## config.mk

```make
export PLATFORM = sky130hd
export DESIGN_NAME = led_pwm_array
export DESIGN_NICKNAME = d
export VERILOG_FILES = /design/src/rtl/led_pwm_pkg.sv /design/src/rtl/pwm_cycle_timer.sv /design/src/rtl/pwm_code_latch.sv /design/src/rtl/pwm_chan_cmp.sv /design/src/rtl/led_pwm_array.sv
export SDC_FILE = /design/constraint.sdc
export NUM_CORES = 1
export LEC_CHECK = 0
export BUFFER_PORTS_ARGS = -buffer_cell sky130_fd_sc_hd__buf_2
export CAP_MARGIN = 25
export CELL_PAD_IN_SITES_DETAIL_PLACEMENT = 1
export CELL_PAD_IN_SITES_GLOBAL_PLACEMENT = 1
export CORE_MARGIN = 1.5
export CORE_UTILIZATION = 50
export CTS_CLUSTER_DIAMETER = 120
export DETAILED_ROUTE_END_ITERATION = 6
export MAX_ROUTING_LAYER = met4
export PLACE_DENSITY_LB_ADDON = 0.25
export SYNTH_ARGS = -nofsm -noshare
export SYNTH_HDL_FRONTEND = slang
export SYNTH_HIERARCHICAL = 1
export SYNTH_SLANG_ARGS = --single-unit
```

## constraint.sdc

```tcl
create_clock -name clk -period 7.4 [get_ports clk]
set_clock_uncertainty 0.1 [all_clocks]
set_input_delay 1.85 -clock clk [delete_from_list [all_inputs] [get_ports clk]]
set_output_delay 1.85 -clock clk [all_outputs]
set_load 0.03 [all_outputs]
```

## src/rtl/led_pwm_pkg.sv

```systemverilog
package led_pwm_pkg;

  localparam int LUM_W  = 10;
  localparam int BRT_W  = 4;
  localparam int CNT_W  = LUM_W + BRT_W;
  localparam int STEP_W = LUM_W + 1;

  typedef logic [LUM_W-1:0]  lum_t;
  typedef logic [BRT_W-1:0]  brt_t;
  typedef logic [CNT_W-1:0]  cnt_t;
  typedef logic [STEP_W-1:0] step_t;
  typedef logic [CNT_W:0]    ontime_t;

  localparam cnt_t  CNT_LAST = '1;
  localparam step_t STEP_SAT = step_t'(1 << LUM_W);

  // step multiplier selected by a brightness code
  function automatic logic [BRT_W:0] mult_of(input brt_t b);
    return {1'b0, b} + (BRT_W+1)'(1);
  endfunction

  // number of enabled clocks a channel owes in one cycle
  function automatic ontime_t on_clocks(input lum_t l, input brt_t b);
    return ontime_t'(l) * ontime_t'(mult_of(b));
  endfunction

  // advance the luminance step index, holding once past the top code
  function automatic step_t step_next(input step_t s);
    return (s == STEP_SAT) ? STEP_SAT : s + step_t'(1);
  endfunction

endpackage

```

## src/rtl/pwm_cycle_timer.sv

```systemverilog
module pwm_cycle_timer
  import led_pwm_pkg::*;
(
  input  logic  clk,
  input  logic  rst_n,
  input  logic  start,
  input  brt_t  brt_q,
  output logic  running,
  output cnt_t  count,
  output step_t step,
  output logic  load,
  output logic  last
);

  brt_t pre;

  assign last = running && (count == CNT_LAST);
  assign load = start || last;

  always_ff @(posedge clk or negedge rst_n) begin
    if (!rst_n) begin
      running <= 1'b0;
      count   <= '0;
      step    <= '0;
      pre     <= '0;
    end else if (load) begin
      running <= 1'b1;
      count   <= '0;
      step    <= '0;
      pre     <= '0;
    end else if (running) begin
      count <= count + cnt_t'(1);
      if (pre == brt_q) begin
        pre  <= '0;
        step <= step_next(step);
      end else begin
        pre <= pre + brt_t'(1);
      end
    end
  end

  // a strobe always lands on clock 0 of a fresh cycle
  p_restart_r7: assert property (@(posedge clk) disable iff (!rst_n)
    start |=> (running && count == '0 && step == '0));

  // a completed cycle wraps straight into the next
  p_wrap_r5: assert property (@(posedge clk) disable iff (!rst_n)
    (last && !start) |=> (running && count == '0));

  // end pulse lasts one clock
  p_last_single_r5: assert property (@(posedge clk) disable iff (!rst_n)
    last |=> !last);

  // step index never passes its saturation value
  p_step_bound_r9: assert property (@(posedge clk) disable iff (!rst_n)
    running |-> (step <= STEP_SAT));

  // nothing starts without a strobe
  p_idle_hold_r1: assert property (@(posedge clk) disable iff (!rst_n)
    (!running && !start) |=> !running);

endmodule

```

## src/rtl/pwm_code_latch.sv

```systemverilog
module pwm_code_latch
  import led_pwm_pkg::*;
#(
  parameter int NCH = 24
) (
  input  logic                 clk,
  input  logic                 rst_n,
  input  logic                 load,
  input  logic [NCH*LUM_W-1:0] lum_in,
  input  brt_t                 brt_in,
  output logic [NCH*LUM_W-1:0] lum_q,
  output brt_t                 brt_q
);

  always_ff @(posedge clk or negedge rst_n) begin
    if (!rst_n) begin
      lum_q <= '0;
      brt_q <= '0;
    end else if (load) begin
      lum_q <= lum_in;
      brt_q <= brt_in;
    end
  end

  // captured codes only move at a cycle boundary
  p_hold_r6: assert property (@(posedge clk) disable iff (!rst_n)
    !load |=> ($stable(lum_q) && $stable(brt_q)));

endmodule

```

## src/rtl/pwm_chan_cmp.sv

```systemverilog
module pwm_chan_cmp
  import led_pwm_pkg::*;
(
  input  logic  clk,
  input  logic  rst_n,
  input  logic  running,
  input  logic  load,
  input  logic  last,
  input  step_t step,
  input  lum_t  lum,
  input  brt_t  brt,
  output logic  en
);

  assign en = running && (step < {1'b0, lum});

  // on-clock tally used by the on-time check
  ontime_t on_seen;
  always_ff @(posedge clk or negedge rst_n) begin
    if (!rst_n)   on_seen <= '0;
    else if (load) on_seen <= '0;
    else if (en)   on_seen <= on_seen + ontime_t'(1);
  end

  // total on-time over a full cycle equals luminance x multiplier
  p_on_time_r3: assert property (@(posedge clk) disable iff (!rst_n)
    last |-> ((on_seen + ontime_t'(en)) == on_clocks(lum, brt)));

  // once off inside a cycle, a channel stays off
  p_stay_off_r3: assert property (@(posedge clk) disable iff (!rst_n)
    (running && !load && !en) |=> !en);

  // zero code never lights
  p_zero_off_r4: assert property (@(posedge clk) disable iff (!rst_n)
    (lum == '0) |-> !en);

endmodule

```

## src/rtl/led_pwm_array.sv

```systemverilog
module led_pwm_array
  import led_pwm_pkg::*;
#(
  parameter int NCH = 24
) (
  input  logic                 clk,
  input  logic                 rst_n,
  input  logic                 cyc_start,
  input  logic [NCH*LUM_W-1:0] lum_codes,
  input  logic [BRT_W-1:0]     brt_code,
  output logic [NCH-1:0]       pwm_en,
  output logic                 cyc_end
);

  localparam int BUS_W = NCH * LUM_W;

  logic             running;
  cnt_t             count;
  step_t            step;
  logic             load;
  logic             last;
  logic [BUS_W-1:0] lum_q;
  brt_t             brt_q;

  pwm_cycle_timer u_timer (
    .clk     (clk),
    .rst_n   (rst_n),
    .start   (cyc_start),
    .brt_q   (brt_q),
    .running (running),
    .count   (count),
    .step    (step),
    .load    (load),
    .last    (last)
  );

  pwm_code_latch #(.NCH(NCH)) u_latch (
    .clk    (clk),
    .rst_n  (rst_n),
    .load   (load),
    .lum_in (lum_codes),
    .brt_in (brt_code),
    .lum_q  (lum_q),
    .brt_q  (brt_q)
  );

  for (genvar i = 0; i < NCH; i++) begin : g_ch
    pwm_chan_cmp u_ch (
      .clk     (clk),
      .rst_n   (rst_n),
      .running (running),
      .load    (load),
      .last    (last),
      .step    (step),
      .lum     (lum_q[i*LUM_W +: LUM_W]),
      .brt     (brt_q),
      .en      (pwm_en[i])
    );
  end

  assign cyc_end = last;

  // an idle array is dark
  p_idle_dark_r1: assert property (@(posedge clk) disable iff (!rst_n)
    !running |-> (pwm_en == '0 && !cyc_end));

  // the end pulse only appears while a cycle runs
  p_end_running_r5: assert property (@(posedge clk) disable iff (!rst_n)
    cyc_end |-> running);

endmodule

```

== After elaboration in Yosys (flattened, before gate mapping) ==
Index checks and enable logic that the tools add are counted.
Word-level totals
  memory bits (read-only): 0
  output and inout bits: 25
  memories: 0
  flip-flop bits (word level): 274
  latch bits: 0
  RAM bits: 0
Operators by class
  mux-type cells: 9
  divide/modulo/power cells: 0
  reductions and logical operators: 29
  shifts and indexed selects: 0
  $lt $le $gt $ge: 24
  add/subtract/negate cells: 3
  bitwise operators: 0
  equal/unequal tests: 3
  multipliers: 0
Operators by type and width (count)
  less-than comparator 11 x 10 -> 1 bit: 24
  two-way mux 11 bit: 4
  two-way mux 14 bit: 2
  logical AND 1 bit: 25
  adder 14 x 1 -> 14 bit, second input constant: 1
  == test 14 bit, second input constant: 1
  two-way mux 4 bit: 3
  adder 11 x 1 -> 11 bit, second input constant: 1
  == test 11 bit, second input constant: 1
  adder 4 x 1 -> 4 bit, second input constant: 1
  == test 4 bit: 1
  nonzero test 2 bit: 2
  AND reduction 2 bit: 1
  logical OR 1 bit: 1

== Depth between registers and ports, before layout ==
Gate-level depths: netlist (run 1).
  depth in word-level cells: 5
  depth in mapped cells: 10

== Modules after synthesis ==
Netlist (run 1), hierarchy kept.
Modules (own cells, without submodules)
  pwm_code_latch: seq. area each 6105.9 um^2, area each 9708.1 um^2, cells each 515, instances 1
  pwm_chan_cmp: seq. area each 0.0 um^2, area each 242.7 um^2, cells each 34, instances 24
  pwm_cycle_timer: seq. area each 750.7 um^2, area each 1684.1 um^2, cells each 171, instances 1

== Worst setup path before layout (run 1) ==
Ideal clock, no wire load.
  path kind: register to output
  from: register u_timer.step[5]
  to: output pwm_en[0]
  slack: 3.114 ns
  cell stages (with the launch flop): 5
  data arrival time: 2.336 ns
  cell sequence: dfrtp_1 > ha_1 > and4_4 > and2_1 > a221oi_1
Between the ends
  longest elaborated chain between the ends: 2
RTL lines
  start: declaration: RTL line pwm_cycle_timer.sv:10  | output step_t step,
  start signal: assignment: RTL line pwm_cycle_timer.sv:35  | step <= step_next(step);
  less-than comparator 11 x 10 -> 1 bit: RTL line pwm_chan_cmp.sv:15  | assign en = running && (step < {1'b0, lum});
  logical AND 1 bit: RTL line pwm_chan_cmp.sv:15
  end: declaration: RTL line led_pwm_array.sv:11  | output logic [NCH-1:0] pwm_en,
Every way passes these cells.

== Final worst setup path (run 1) ==
  from: register u_timer.step[5]
  to: output pwm_en[18]
Same word-level chain as after synthesis.

==> results.py, run 1 <==
metrics = {
    "status": {
        "outcome": "finished clean",
    },
    "yosys": {
        "synth.cell_area_um2": 17220,
        "async_flop_share": 1.000,
        "yosysWarnings": 6,
        "synthCells": 1502,
        "avgSynthCellArea_um2": 11.46,
        "ys.flop_type": "dfrtp_1",
        "ys_ff_latch": 274,
        "synth_edf_count": 0,
        "synth_fp_nets": 1969,
        "synthDistinctLibCells": 47,
        "ys_seq_area_frac": 0.3982,
    },
    "global_route": {
        "antenna_found_initial": 8,
        "grt_pass1_vias": 14170,
        "grt_max_degree": 121,
        "grt-ovfl-total": 0,
        "grt_pass1_wl_um": 76810,
        "grt_usage": 0.2869,
    },
    "critical_path": {
        "worst_ep_required_time_ns": 5.45,
        "path_buf_inv": 1,
        "crit_slowest_cell": "dfrtp_2",
        "max_stage_delay_ns": 1.05,
        "r2r-start": "u_timer/running",
        "crit_family": "flip-flops",
        "critPathLaunchType": "flip-flop",
        "reg2reg_depth": 7,
        "crit_arrival_ns": 3.00,
        "ff2ff_setup_slack_ns": 2.97,
        "crit_path_end_kind": "output port",
        "path_cells": "ha_1 > and4_4 > and2_1 > a221oi_1 > buf_2",
        "cp_max_fo": 29,
        "critPathKind": "flip-flop to output port",
        "r2r_end": "u_latch/lum_q[112]",
    },
    "timing": {
        "period_needed_ns": 4.951,
        "max-slew-margin-rel": 0.3027,
        "slew_violations": 0,
        "finalHoldViolCount": 0,
        "fin_tns_setup_ns": 0,
        "fmax_mhz": 202.0,
        "worst_pin_slew_ns": 1.046,
        "report.final.setup_viol": 0,
        "rsz0062_at_grt": "false",
        "period_share": 0.6690,
    },
    "route": {
        "drt_first_pass_iters": 4,
        "via_per_inst": 5.568,
        "vias": 12600,
        "drc": 0,
        "drt_iter0_markers": 570,
        "wire_per_inst_um": 21.30,
        "drt_wl_total_um": 48210,
        "ant_nets": 0,
    },
    "floorplanning": {
        "coreArea_um2": 33700,
        "dieArea_um2": 35560,
        "io_pins": 272,
        "rows": 67,
        "die_y_um": 188.6,
        "die_w_um": 188.6,
        "start_util": 0.5109,
    },
    "finish": {
        "regArea_um2": 6872,
        "final_common_cell": "buf_2",
        "fin_nets": 2251,
        "layout_common_cells": "270 x buf_2, 262 x dfrtp_1, 243 x inv_1",
        "drive_gt1_frac": 0.3431,
        "syn_to_final_growth_pct": 17.00,
        "n_fill_cell": 3658,
        "multi_input_area_um2": 9154,
    },
    "clocking": {
        "clk_latency_ns": 0.55,
        "postCtsSetupBuffers": 0,
        "htreeDepth": 2,
        "cts_root_buffer": "clkbuf_16",
        "cts_tree": "done",
        "cts_resized": 0,
        "cts_buffers": 35,
        "cts.sinks": 274,
        "postCtsHoldBufs": 0,
        "clkTransAtPathRegs_ns": 0.06,
        "clockBufferDepth": 3,
    },
    "power_and_ir_drop": {
        "leakage_nw": 10.68,
        "powerDensity_nw_per_um2": 201.5,
        "power.total_mw": 4.059,
        "peakVddDrop_mv": 0.1875,
    },
    "worst_hold_path": {
        "hp-start": "u_latch/lum_q[60]",
        "hold-path-endpoint": "u_latch/lum_q[60]",
        "min_path_cells": 1,
        "hold_path_class": "flip-flop to flip-flop",
    },
    "placed_design": {
        "place_congestion": 0.7917,
        "port_buffers": 271,
        "dpl.hpwl_um": 31300,
    },
    "flow_run": {
        "maxCapViolCount": 0,
    },
}
==> logic make-up after synthesis <==
group / Yosys count / share of synthesized area
flops: 274 / 0.3982
mux: 245 / 0.1950
buf+inv: 280 / 0.07013
fa+ha+maj: 220 / 0.1599
xor+xnor: 14 / 0.007122
compound gates: 226 / 0.07558
simple gates: 243 / 0.09403
==> Yosys cell counts (all sizes together), types with 4 or more instances <==
cell / number / share of area
dfrtp: 274 / 0.40
inv: 244 / 0.053
mux2: 244 / 0.19
ha: 220 / 0.16
a21oi: 104 / 0.030
o21ai: 75 / 0.022
nand2: 60 / 0.013
buf: 32 / 0.016
and4: 28 / 0.018
a221oi: 24 / 0.012
and2: 24 / 0.0087
and4b: 24 / 0.014
nor2b: 24 / 0.0087
nor3b: 24 / 0.010
nor2: 15 / 0.0034
xnor2: 9 / 0.0046
a32o: 8 / 0.0047
nand3: 8 / 0.0026
nor4b: 8 / 0.0041
o211ai: 8 / 0.0035
nand4: 6 / 0.0022
nor3: 5 / 0.0017
or4: 5 / 0.0022
xor2: 5 / 0.0025
nor4: 4 / 0.0018
==> worst max path at each step <==
stage	depth (start not counted)	slack (ns)	start	endpoint
after CTS	3	2.02	u_timer/running	cyc_end
final	5	2.45	u_timer/step[5]	pwm_en[18]
after detailed placement	6	2.50	u_timer/running	u_latch/lum_q[170]
after global routing	5	2.37	u_timer/step[6]	pwm_en[23]
after floorplan	4	3.11	u_timer/step[5]	pwm_en[0]
after global placement	6	2.68	u_timer/running	u_latch/lum_q[173]
==> sequential cells by signal, summed over array words and instances, names as in the netlist <==
name,flops
u_latch/brt_q,4
u_latch/lum_q,240
u_timer/count,14
u_timer/pre,4
u_timer/running,1
u_timer/step,11
==> area by class of cell <==
class                           count  area share
Multi-Input combinational cell    948      0.4544
Sequential cell                   274      0.3411
Timing Repair Buffer              280     0.07304
Clock buffer                       51     0.05155
Inverter                          245     0.04602
Tap cell                          448     0.02783
Clock inverter                      9    0.005031
Antenna cell                        8   0.0009938
==> through the flow <==
step / worst slack (ns) / hold WS (ns) / utilization / instances / area (um2)
after global placement: 2.676 / 0.3856 / 0.5625 / 2193 / 18960
after floorplan: 3.114 / 0.3727 / - / 1502 / 17220
after CTS: 2.015 / 0.4014 / 0.5963 / 2253 / 20100
after global routing: 2.374 / 0.4211 / 0.5977 / 2262 / 20140
final: 2.449 / 0.3978 / 0.5978 / 2263 / 20140
after detailed placement: 2.499 / 0.3890 / 0.5625 / 2193 / 18960
==> layer usage <==
layer  wire length, um  GRT usage
met1             20800     0.3485
met2             24010     0.4883
met3              2167    0.04247
met4              1226    0.09646
met5                 0          -
==> report_power, final <==
group	internal, mW	switching (mW)
combinational	0.329	0.277
clock	1.04	0.678
sequential	1.64	0.0966
Power figures use the tool's default switching activity.
==> run 2, diff against run 1 <==
Settings changed: CORE_UTILIZATION 50 to 42.
Clock period 7.4 ns to 4.3 ns, I/O delays scaled along.
==> run 2 against run 1 <==
Net effect:
- largest power group unchanged
- critical path depth unchanged
- sequential share of layout area is 0.39 points lower
- flip-flop and latch count is the same
- via count decreased by 1.0%
- die area rose by 19%
- clock-buffer cell count increased by 1
- highest routed layer unchanged
- setup slack worse by 2.3 ns
- largest cell class unchanged
==> results.py, run 2 (synthesized netlist as in run 1, its figures left out) <==
metrics = {
    "clocking": {
        "cts_tree": "done",
        "clkTransAtPathRegs_ns": 0.06,
        "clockBufferDepth": 3,
        "htreeDepth": 2,
        "cts.sinks": 274,
        "postCtsHoldBufs": 0,
        "cts_buffers": 35,
        "cts_root_buffer": "clkbuf_16",
        "postCtsSetupBuffers": 0,
        "clk_latency_ns": 0.55,
        "cts_resized": 0,
    },
    "finish": {
        "top_regs": "u_latch/lum_q (240), u_timer/count (14), u_timer/step (11)",
        "syn_to_final_growth_pct": 18.34,
        "final_common_cell": "buf_2",
        "stdcell_count": 2357,
        "drive_gt1_frac": 0.3469,
        "regMostFlops": "u_latch/lum_q",
        "layout_common_cells": "270 x buf_2, 262 x dfrtp_1, 243 x inv_1",
        "largest_reg_flops": 240,
        "finish.instance_area_um2": 20380,
        "fin_nets": 2262,
    },
    "timing": {
        "rsz0062_at_grt": "false",
        "slew_violations": 0,
        "setup_ws_ns": 0.1692,
        "worst_pin_slew_ns": 0.9542,
        "report.final.setup_viol": 0,
        "fin_tns_setup_ns": 0,
        "finalHoldViolCount": 0,
        "max-slew-margin-rel": 0.3639,
        "period_needed_ns": 4.131,
        "period_share": 0.9607,
        "fmax_mhz": 242.1,
    },
    "critical_path": {
        "ff2ff_setup_slack_ns": 0.97,
        "crit_arrival_ns": 2.96,
        "r2r-start": "u_timer/count[0]",
        "critPathKind": "flip-flop to output port",
        "max_stage_delay_ns": 0.97,
        "r2r_end": "u_latch/lum_q[60]",
        "cp_max_fo": 25,
        "crit_slowest_cell": "dfrtp_2",
        "worst_ep_required_time_ns": 3.12,
        "path_cells": "ha_1 > and4b_1 > and2_1 > a221oi_1 > buf_2",
        "reg2reg_depth": 7,
        "critPathLaunchType": "flip-flop",
        "crit_path_end_kind": "output port",
    },
    "placed_design": {
        "place_congestion": 0.7896,
        "place_area_um2": 19190,
        "dp_cells": 2282,
        "port_buffers": 271,
        "pre_cts_ws_ns": 0.7366,
        "dpl.hpwl_um": 33280,
    },
    "worst_hold_path": {
        "hp-start": "u_latch/lum_q[0]",
        "min_path_cells": 1,
        "hold_path_class": "flip-flop to flip-flop",
        "hold-path-endpoint": "u_latch/lum_q[0]",
    },
    "power_and_ir_drop": {
        "peakVddDrop_mv": 0.2414,
        "powerDensity_nw_per_um2": 342.1,
        "power.total_mw": 6.971,
        "leakage_nw": 10.74,
    },
    "global_route": {
        "grt_pass1_wl_um": 76310,
        "grt_usage": 0.2435,
        "grt_max_degree": 104,
        "grt-ovfl-total": 0,
        "grt_pass1_vias": 13700,
        "antenna_found_initial": 13,
    },
    "floorplanning": {
        "io_pins": 272,
        "rows": 73,
        "die_y_um": 205.5,
        "die_w_um": 205.5,
        "dieArea_um2": 42220,
        "start_util": 0.4294,
        "coreArea_um2": 40100,
    },
    "route": {
        "ant_nets": 0,
        "via_per_inst": 5.291,
        "vias": 12470,
        "drt_first_pass_iters": 4,
        "wire_per_inst_um": 20.79,
        "drc": 0,
        "drt_iter0_markers": 565,
        "drt_wl_total_um": 49000,
    },
    "status": {
        "outcome": "finished clean",
    },
    "flow_run": {
        "maxCapViolCount": 0,
    },
}
-- run 2: metal layers --
metal	wire (um)	track usage	up-vias
met3	2479	0.04862	70
li1	-	-	5875
met5	0	-	-
met2	23780	0.4028	274
met1	21390	0.2970	6252
met4	1342	0.08029	0
-- run 2: metrics by stage --
step / hold slack (ns) / util
after floorplan: 0.3727 / -
final: 0.4010 / 0.5082
after global routing: 0.4183 / 0.5082
after CTS: 0.4051 / 0.5068
after global placement: 0.3846 / 0.4787
after detailed placement: 0.3871 / 0.4787
-- run 2: worst max-delay path by stage --
stage                          startpoint    endpoint  slack (ns)  depth (start not counted)
after global placement    u_timer/step[6]  pwm_en[20]        0.74                          5
after detailed placement  u_timer/step[4]   pwm_en[4]        0.74                          5
final                     u_timer/step[7]   pwm_en[5]        0.17                          5
after global routing      u_timer/step[6]   pwm_en[5]        0.02                          5
after floorplan           u_timer/step[5]   pwm_en[0]        0.79                          4
after CTS                 u_timer/step[4]   pwm_en[4]        0.12                          5
-- run 2: cell type report --
type / count / area [um2]
timing repair buffer: 291 / 1604
clock inverter: 9 / 110.1
multi-input combinational: 948 / 9154
clock buffer: 52 / 1020
antenna: 13 / 32.53
sequential: 274 / 6872
inverter: 245 / 927.1
fill: 4372 / 19720
tap: 525 / 656.9
-- run 2: power by group --
part           switching (mW)  leakage, nW  internal [mW]  total (mW)
combinational           0.479         6.94          0.567        1.05
sequential              0.155         3.24           2.82        2.97
clock                    1.19        0.558           1.76        2.95
total                    1.82         10.7           5.15        6.97
-- run 2: critical path: cells and delay by family (launching register included) --
kind | cells | cell delay [ns]
buffers and inverters | 1 | 0.28
flip-flops | 1 | 0.97
AO/OA/AOI/OAI | 1 | 0.41
adder cells (fa/ha/maj) | 1 | 0.37
AND/OR/NAND/NOR | 2 | 0.37
==> run 3, diff against run 2 <==
Settings changed: CORE_UTILIZATION 42 to 43, CTS_BUF_LIST set to sky130_fd_sc_hd__clkbuf_8.
==> run 3 against run 2 <==
Net effect:
- setup slack lost 0.018 ns
- routed wire length shrank 1.1%
- sequential power is essentially flat
- non-clock buffer count grew 9
- die area shrank 2.3%
- flip-flop and latch count is the same
- core utilization grew 0.61 points
- clock-buffer cell count grew 16
- sequential share of layout area is essentially flat
- cell count grew 1.4%
- first-iteration DRC count shrank 24%
- combinational power is essentially flat
- critical endpoint unchanged
- largest cell class unchanged
- largest power group unchanged
==> results.py, run 3 (synthesized netlist as in run 1, its figures left out) <==
metrics = {
    "placed_design": {
        "place_congestion": 0.7938,
        "dp_cells": 2292,
        "place_area_um2": 19320,
        "port_buffers": 271,
        "dpl.hpwl_um": 34120,
    },
    "floorplanning": {
        "start_util": 0.4343,
        "dieArea_um2": 41250,
        "io_pins": 272,
        "rows": 73,
        "die_y_um": 203.1,
        "die_w_um": 203.1,
        "coreArea_um2": 39640,
    },
    "timing": {
        "max-slew-margin-rel": 0.3950,
        "period_needed_ns": 4.149,
        "period_share": 0.9650,
        "fmax_mhz": 241.0,
        "fin_tns_setup_ns": 0,
        "report.final.setup_viol": 0,
        "rsz0062_at_grt": "false",
        "slew_violations": 0,
        "finalHoldViolCount": 0,
        "worst_pin_slew_ns": 0.9075,
    },
    "critical_path": {
        "r2r_end": "u_latch/lum_q[221]",
        "crit_arrival_ns": 2.97,
        "crit_path_end_kind": "output port",
        "worst_ep_required_time_ns": 3.12,
        "critPathKind": "flip-flop to output port",
        "startpoint": "u_timer/step[3]",
        "ff2ff_setup_slack_ns": 0.86,
        "crit_end": "pwm_en[5]",
        "cp_max_fo": 23,
        "critPathLaunchType": "flip-flop",
        "reg2reg_depth": 7,
        "r2r-start": "u_timer/count[0]",
    },
    "route": {
        "drt_first_pass_iters": 5,
        "drt_wl_total_um": 48480,
        "vias": 12620,
        "drc": 0,
        "wire_per_inst_um": 20.28,
        "ant_nets": 0,
        "drt_iter0_markers": 430,
        "via_per_inst": 5.276,
    },
    "finish": {
        "largest_reg_flops": 240,
        "fin_nets": 2287,
        "n_fill_cell": 4424,
        "syn_to_final_growth_pct": 18.40,
        "regMostFlops": "u_latch/lum_q",
        "top_regs": "u_latch/lum_q (240), u_timer/count (14), u_timer/step (11)",
        "final_common_cell": "buf_2",
        "regArea_um2": 6882,
        "finish.instance_area_um2": 20390,
        "stdcell_count": 2391,
        "multi_input_area_um2": 9154,
        "layout_common_cells": "270 x buf_2, 262 x dfrtp_1, 261 x inv_1",
        "drive_gt1_frac": 0.3561,
    },
    "clocking": {
        "clk_latency_ns": 0.63,
        "cts_buffers": 51,
        "htreeDepth": 2,
        "cts_root_buffer": "clkbuf_8",
        "clockBufferDepth": 3,
        "postCtsSetupBuffers": 0,
        "postCtsHoldBufs": 0,
        "cts.sinks": 274,
        "clkTransAtPathRegs_ns": 0.06,
        "cts_tree": "done",
    },
    "global_route": {
        "antenna_found_initial": 8,
        "grt_usage": 0.2443,
        "grt_pass1_wl_um": 75910,
        "grt_max_degree": 88,
        "grt-ovfl-total": 0,
        "grt_pass1_vias": 13960,
    },
    "power_and_ir_drop": {
        "peakVddDrop_mv": 0.2254,
        "leakage_nw": 10.85,
        "power.total_mw": 6.613,
        "powerDensity_nw_per_um2": 324.4,
    },
    "status": {
        "outcome": "finished clean",
    },
    "worst_hold_path": {
        "hold_path_class": "input port to asynchronous set/reset pin",
    },
    "flow_run": {
        "maxCapViolCount": 0,
    },
}
[run 3: cell types whose count changed in the layout (fill, tap and decap cells not counted), moves of 6 or more]
cell       previous run  this run
clkbuf_1              9         0
clkbuf_16            35         0
inv_1               243       261
diode_2              13         7
buf_4                13        19
clkbuf_8              8        68
[run 3: report_power, final]
| part | switching [mW] | internal (mW) | total, mW |
|---|---|---|---|
| clock | 1.17 | 1.40 | 2.57 |
| combinational | 0.491 | 0.574 | 1.06 |
| sequential | 0.159 | 2.82 | 2.98 |
| total | 1.82 | 4.80 | 6.61 |
[run 3: per-stage QoR]
stage	util	setup slack [ns]	hold slack, ns
3_3_place_gp	0.4873	0.6960	0.3826
2_1_floorplan	-	0.7893	0.3727
3_5_place_dp	0.4873	0.6776	0.3896
5_1_grt	0.5143	0.001730	0.3452
4_1_cts	0.5138	0.004367	0.3232
6_report	0.5143	0.1507	0.3428
[run 3: repair_timing]
item	CTS	global route
hold endpoints to repair	0	0
setup endpoints to repair	3	3
gates resized for setup	3	1
[run 3: cell type report]
type / count / area share
Antenna cell: 7 / 0.0008593
Multi-Input combinational cell: 948 / 0.4490
Clock inverter: 24 / 0.005094
Clock buffer: 68 / 0.04591
Sequential cell: 274 / 0.3376
Tap cell: 525 / 0.03222
Inverter: 245 / 0.04548
Timing Repair Buffer: 300 / 0.08384
[run 3: routing by layer]
layer  vias to the layer above  share of wire  wire, um  GRT usage
met2                       284           0.49     23700     0.4099
met4                         0          0.026      1244    0.06958
met5                         -              0         0          -
li1                       5924              -         -          -
met1                      6325           0.44     21310     0.2979
met3                        82          0.046      2220    0.04928
[run 3: worst min-delay path by stage]
stage                          to  depth (start not counted)
6_report       u_latch/lum_q[152]                          1
5_1_grt        u_latch/lum_q[152]                          1
4_1_cts        u_latch/lum_q[152]                          1
3_5_place_dp   u_latch/lum_q[160]                          1
3_3_place_gp    u_latch/lum_q[20]                          1
2_1_floorplan    u_latch/lum_q[0]                          1
[run 3: worst max-delay path: stages, from the launching register on]
cell	delay, ns
dfrtp_2	0.90
buf_4	0.26
ha_1	0.23
and4_4	0.14
and2_1	0.15
a221oi_1	0.39
buf_2	0.27
